**src/rtl/codec_cmd_fmt.sv**
```systemverilog
module codec_cmd_fmt #(
  parameter int        DW        = 8,
  parameter int        AW        = 3,
  parameter logic [1:0] VALID_CODE = 2'b10
) (
  input  logic          clk,
  input  logic          rst_n,
  input  logic          wr_en,
  input  logic [AW-1:0] wr_addr,
  input  logic [DW-1:0] wr_data,
  output logic          cmd_valid,
  output logic [5:0]    cmd_a,
  output logic [11:0]   cmd_b,
  output logic [2*DW-1:0] buf_size
);

  localparam int NSTG = 3;

  logic [DW-1:0] stg_q [NSTG];
  logic [DW-1:0] stg_d [NSTG];

  wire stg_wr  = wr_en && !wr_addr[2] && (wr_addr[1:0] != 2'd3);
  wire size_wr = wr_en &&  wr_addr[2];

  for (genvar i = 0; i < NSTG; i++) begin : g_stg
    assign stg_d[i] = (stg_wr && wr_addr[1:0] == 2'(i)) ? wr_data : stg_q[i];
    always_ff @(posedge clk or negedge rst_n)
      if (!rst_n) stg_q[i] <= '0;
      else        stg_q[i] <= stg_d[i];
  end

  wire       fire  = stg_wr && (stg_d[0][7:6] == VALID_CODE);
  wire [5:0] a_nxt = {2'b00, stg_d[1][7:4]} | stg_d[0][5:0];
  wire [11:0] b_nxt = {stg_d[1][3:0], stg_d[2]};

  always_ff @(posedge clk or negedge rst_n)
    if (!rst_n) begin
      cmd_valid <= 1'b0;
      cmd_a     <= '0;
      cmd_b     <= '0;
    end else begin
      cmd_valid <= fire;
      if (fire) begin
        cmd_a <= a_nxt;
        cmd_b <= b_nxt;
      end
    end

  logic [2*DW-1:0] size_raw;
  always_comb begin
    size_raw = buf_size;
    if (wr_addr[0]) size_raw[DW-1:0]    = wr_data;
    else            size_raw[2*DW-1:DW] = wr_data;
  end

  always_ff @(posedge clk or negedge rst_n)
    if (!rst_n)       buf_size <= '0;
    else if (size_wr) buf_size <= {size_raw[2*DW-1:2], 2'b00};

  AST_RESET_QUIET: assert property (@(posedge clk) !rst_n |=> !cmd_valid);
  AST_CMD_NEEDS_WRITE: assert property (@(posedge clk) disable iff (!rst_n)
    cmd_valid |-> $past(wr_en && !wr_addr[2] && wr_addr[1:0] != 2'd3));
  AST_BAD_CODE_QUIET: assert property (@(posedge clk) disable iff (!rst_n)
    (wr_en && !wr_addr[2] && wr_addr[1:0] == 2'd0 && wr_data[7:6] != VALID_CODE) |=> !cmd_valid);
  AST_FIELD_B_LOW: assert property (@(posedge clk) disable iff (!rst_n)
    cmd_valid |-> cmd_b[7:0] == stg_q[2]);
  AST_SIZE_ALIGNED: assert property (@(posedge clk) disable iff (!rst_n)
    $past(wr_en && wr_addr[2]) |-> buf_size[1:0] == 2'b00);
  AST_SIZE_HI_KEEPS_LO: assert property (@(posedge clk) disable iff (!rst_n)
    (wr_en && wr_addr[2] && !wr_addr[0]) |=> $stable(buf_size[7:0]));
  AST_SIZE_NO_CMD: assert property (@(posedge clk) disable iff (!rst_n)
    (wr_en && wr_addr[2]) |=> !cmd_valid);
  AST_SLOT3_IGNORED: assert property (@(posedge clk) disable iff (!rst_n)
    (wr_en && wr_addr == 3'd3) |=> !cmd_valid);

endmodule

```
**config.mk**
```make
export PLATFORM = sky130hd
export DESIGN_NAME = codec_cmd_fmt
export DESIGN_NICKNAME = d
export VERILOG_FILES = /design/src/rtl/codec_cmd_fmt.sv
export SDC_FILE = /design/constraint.sdc
export NUM_CORES = 1
export LEC_CHECK = 0
export ABC_CLOCK_PERIOD_IN_PS = 1800
export BUFFER_PORTS_ARGS = -buffer_cell sky130_fd_sc_hd__buf_2
export CELL_PAD_IN_SITES_DETAIL_PLACEMENT = 0
export CELL_PAD_IN_SITES_GLOBAL_PLACEMENT = 1
export CORE_ASPECT_RATIO = 2
export CORE_MARGIN = 2
export CORE_UTILIZATION = 46
export CTS_BUF_LIST = sky130_fd_sc_hd__clkbuf_4
export DETAILED_ROUTE_END_ITERATION = 12
export GPL_ROUTABILITY_DRIVEN = 0
export PLACE_DENSITY_LB_ADDON = 0.1
export SYNTH_ARGS = -nofsm -noshare
export SYNTH_HDL_FRONTEND = slang
export SYNTH_SLANG_ARGS = --single-unit
```
**constraint.sdc**
```tcl
create_clock -name clk -period 1.8 [get_ports clk]
set_clock_uncertainty 0.15 [all_clocks]
set_input_delay 0.27 -clock clk [delete_from_list [all_inputs] [get_ports clk]]
set_output_delay 0.27 -clock clk [all_outputs]
set_load 0.02 [all_outputs]
```
# Word-level counts from Yosys, hierarchy flattened
# Index checks and enable logic that the tools add are counted.
[word_totals] ff_bits=57 inputBits=14 wordCells=28
[op_classes] eq_ne=4 muxes=3 bitwise=2 n_reduce_logical=11
[ops] cell="$mux 8" n=3
[ops] cell="$logic_and 1x1->1" n=7
[ops] cell="$or 4x6->6" n=1
[ops] cell="$eq 2x2->1 const B" n=2
[ops] cell="$reduce_and 2->1" n=2
[ops] cell="$eq 2x1->1 const B" n=1
[ops] cell="$logic_not 2->1" n=1
[ops] cell="$ne 2x2->1 const B" n=1
[ops] cell="$logic_not 1->1" n=1
[ops] cell="$not 1->1" n=1

# Longest topological paths before layout
[logic_depth] depth_word=7 mapped_depth=6 mapped_depth_nobuf=4

# Worst setup path after synthesis
# Ideal clock, no wire load.
[synth_timing] kind="input-to-reg" startpoint="input wr_addr[2]" endpoint="register cmd_b[0]" setup_time_ns=0.125 arrival_ns=1.652 t_required_ns=1.525 path_slack_ns=-0.127 path_stages=6 n_path_buf=2 path_cell_list="nor4b_2 -> buf_6 -> mux2i_4 -> nand2_4 -> buf_8 -> mux2_4"
[synth_between] elab_chain_cells=7
[synth_lines] element="start: declaration" line_no="9" source="input logic [AW-1:0] wr_addr,"
[synth_lines] element="$logic_not 1->1 *" line_no="22" source="wire stg_wr = wr_en && !wr_addr[2] && (wr_addr[1:0] != 2'd3);"
[synth_lines] element="$logic_and 1x1->1 * (2 in a row)" line_no="22"
[synth_lines] element="$logic_and 1x1->1" line_no="26" source="assign stg_d[i] = (stg_wr && wr_addr[1:0] == 2'(i)) ? wr_data : stg_q[i];"
[synth_lines] element="$mux 8" line_no="26"
[synth_lines] element="$eq 2x2->1" line_no="32" source="wire fire = stg_wr && (stg_d[0][7:6] == VALID_CODE);"
[synth_lines] element="$logic_and 1x1->1" line_no="32"
[synth_lines] element="end signal: assignment" line_no="45" source="cmd_b <= b_nxt;"
[synth_lines] element="end: declaration" line_no="13" source="output logic [11:0] cmd_b,"
# Mark *: on every way between the ends. The rest lies on a longest branch, timed or not.
# A chain may end at the register's enable or synchronous reset.

# Worst setup path in the final report
[layout_timing] startpoint="input wr_addr[0]" endpoint="register cmd_b[1]"
[layout_between] elab_chain_cells=6
[layout_lines] element="$ne 2x2->1" line_no="22"
[layout_lines] element="$logic_and 1x1->1" line_no="22"
[layout_lines] element="$logic_and 1x1->1" line_no="26"
[layout_lines] element="$mux 8" line_no="26"
[layout_lines] element="$eq 2x2->1" line_no="32"
[layout_lines] element="$logic_and 1x1->1" line_no="32"
# Several ways; a longest one is shown, not always the timed one.

==> reports/metrics.csv <==
stage,metric,value,unit
pwr,p_comb_share,32.9,%
worst_setup_path,slowest_delay,0.36,ns
pwr,power_frac_seq,49.0,%
placed_design,dpl_cell_area,2670,um^2
yosys,synthCells,139,
routing,drtPass1Iterations,4,
yosys,synth_area_leaders,"dfrtp_1 (63%), mux2_2 (21%), mux2_4 (5.9%)",
placed_design,io_buffer_count,46,
routing,routed_via_density,5.16,
yosys,synth_most_common_cell,dfrtp_1,
clock_network,path_clk_slew,0.08,ns
grt,grt_pass1_wl,7360,um
pwr,clock_power_share,18.1,%
yosys,synth_top_area_share,62.5,%
flow_run,cap_violations,0,
grt,grt_max_degree,58,
timing,finalHoldWorstSlack,0.0334,ns
pwr,power-per-cell-area,1340,nW/um^2
timing,setup_viol,0,
clock_network,clock_path_buffers,2,
finish,syn_to_final_growth,21.2,%
finish,drive_above_1_share,60.6,%
finish,final_area,2770,um^2
timing,drv_slew,0,
clock_network,cts_setup_buffers,0,
worst_setup_path,setup.worst_path.class,in2reg,
worst_setup_path,critPathBufInv,2,
worst_setup_path,timing.critical_path.cells,buf_2 > nor4b_4 > buf_4 > o2bb2ai_4 > nand2_4 > mux2_4,
clock_network,cts.htree.levels,3,
clock_network,postCtsHoldBufs,1,
die,io_pins,49,
pwr,peakVddDrop,0.000871,V
worst_setup_path,crit_fanout,15,
clock_network,cts_sinks,57,
pwr,p_sw,1240,uW
grt,gr-total-overflow,0,
die,start_util,47.4,%
die,fp-row-count,36,
routing,wl_per_cell,16.9,um
finish,nNetsFinal,220,
yosys,synth_top_area_cell,dfrtp_1,
routing,vias,1368,
finish,final_core_util,57.4,%
yosys,yosys_register_bits,57,
worst_setup_path,arrival,1.71,ns
hold_path,hp-class,in2reg,
placed_design,hpwlAfterDp,3190,um
grt,grt_pass1_vias,1500,
worst_setup_path,worstSetupEndpointType,flip-flop,
routing,ant_nets,0,
clock_network,insertion_delay,0.37,ns
worst_setup_path,slowest_stage,nor4b_4,
run_status,outcome,finished clean,
pwr,switching_share,33.4,%
yosys,synth_commonest_cells,"dfrtp_1 (57), mux2_2 (42), mux2_4 (9)",
die,die_y,104,um
clock_network,cts_tree,done,
clock_network,numCtsBuffers,9,
worst_setup_path,cp_top_family,simple AND/OR/NAND/NOR gates,
timing,final.min_clock_period,1.60,ns
routing,remaining_drc_errors,0,
die,dieArea,5570,um^2
worst_setup_path,critPathLaunchType,input port,
timing,fmax,625,MHz
yosys,synth_flop_cell,dfrtp_1,
worst_setup_path,cp_data_required_time,1.91,ns
yosys,synthArstFlopShare,100,%
clock_network,root_buffer,clkbuf_4,
yosys,synth_cell_types,20,
routing,routed_wl,4470,um
grt,antenna_found_initial,0,
timing,min_period_over_period,88.9,%
die,core,4820,um^2
grt,track_usage,18.8,%
yosys,syn_area,2280,um^2
yosys,ys_warn_count,0,
yosys,synth_edf_count,0,
yosys,avgSynthCellArea,16.4,um^2
die,die_x,53.8,um
timing,tns,0,ns
yosys,ys_seq_area_share,62.5,%
timing,rsz0062_at_grt,false,
pwr,leakage,0.00134,uW
pwr,internal_power,2470,uW
clock_network,post_cts_resize_count,0,
finish,diodes,0,
routing,drtIter0Drc,14,
timing,final_hold_viol_count,0,
-- path summary, 6_finish.rpt --
path	from	to	slack, ns	depth (start not counted)
worst max-delay path	wr_addr[0]	cmd_b[1]	0.20	6
worst min-delay path	wr_data[0]	buf_size[8]	0.03	2
worst max register to register	stg_q[23]	cmd_b[11]	0.34	4
worst min register to register	stg_q[9]	stg_q[9]	0.35	1
max in group asynchronous	rst_n	cmd_a[0]	0.99	3
min in group asynchronous	rst_n	buf_size[6]	0.26	3
-- power by group through the flow --
stage,Sequential (uW),Clock [uW],Combinational (uW)
floorplan,2140,0,483
global placement,1830,0,1210
detailed placement,1840,0,1240
CTS,1830,700,1250
global route,1870,744,1320
finish,1820,671,1220
-- metal layers --
| layer | track usage, % | vias up | wire, um |
|---|---|---|---|
| met2 | 30.2 | 39 | 2430 |
| li1 | - | 624 | - |
| met3 | 3.17 | 10 | 165 |
| met4 | 11.5 | 0 | 100 |
| met5 | 0 | - | 0 |
| met1 | 22.1 | 695 | 1770 |
-- cell usage in the layout, fill, tap and decap left out, types with 3 or more instances in the layout --
cell       n
a21oi_1    4
a31oi_1    4
buf_2     46
buf_4     13
clkbuf_4  10
clkinv_1   3
dfrtp_1   57
mux2_2    42
mux2_4     9
nor2_1     4
-- sequential cells by signal (all words and copies together) (netlist names) --
signal / count
buf_size: 14
stg_q: 24
cmd_valid: 1
cmd_a: 6
cmd_b: 12
-- cells by family (layout without fill, tap and decap cells) --
logic type,after synthesis,after routing,synth area share (%)
other,1,2,0.164
buffers and inverters,8,76,2.58
AO/OA/AOI/OAI,9,9,3.18
multiplexers,52,52,27.6
AND/OR/NAND/NOR,11,11,3.56
flip-flops,57,57,62.5
XOR/XNOR,1,1,0.384
-- cell type report --
type	count	area, um^2
Fill cell	430	2050
Sequential cell	57	1430
Multi-Input combinational cell	75	816
Timing Repair Buffer	61	358
Clock buffer	10	75.1
Tap cell	57	71.3
Clock inverter	3	11.3
Inverter	2	7.51
-- per-stage QoR --
| stage | total power [uW] | setup slack, ns | instances |
|---|---|---|---|
| floorplan | 2630 | -0.0994 | 140 |
| global placement | 3040 | -0.153 | 251 |
| detailed placement | 3090 | -0.223 | 251 |
| CTS | 3770 | 0.194 | 265 |
| global route | 3930 | 0.153 | 265 |
| finish | 3710 | 0.200 | 265 |
Note: power is estimated with default switching activity, not from simulation.
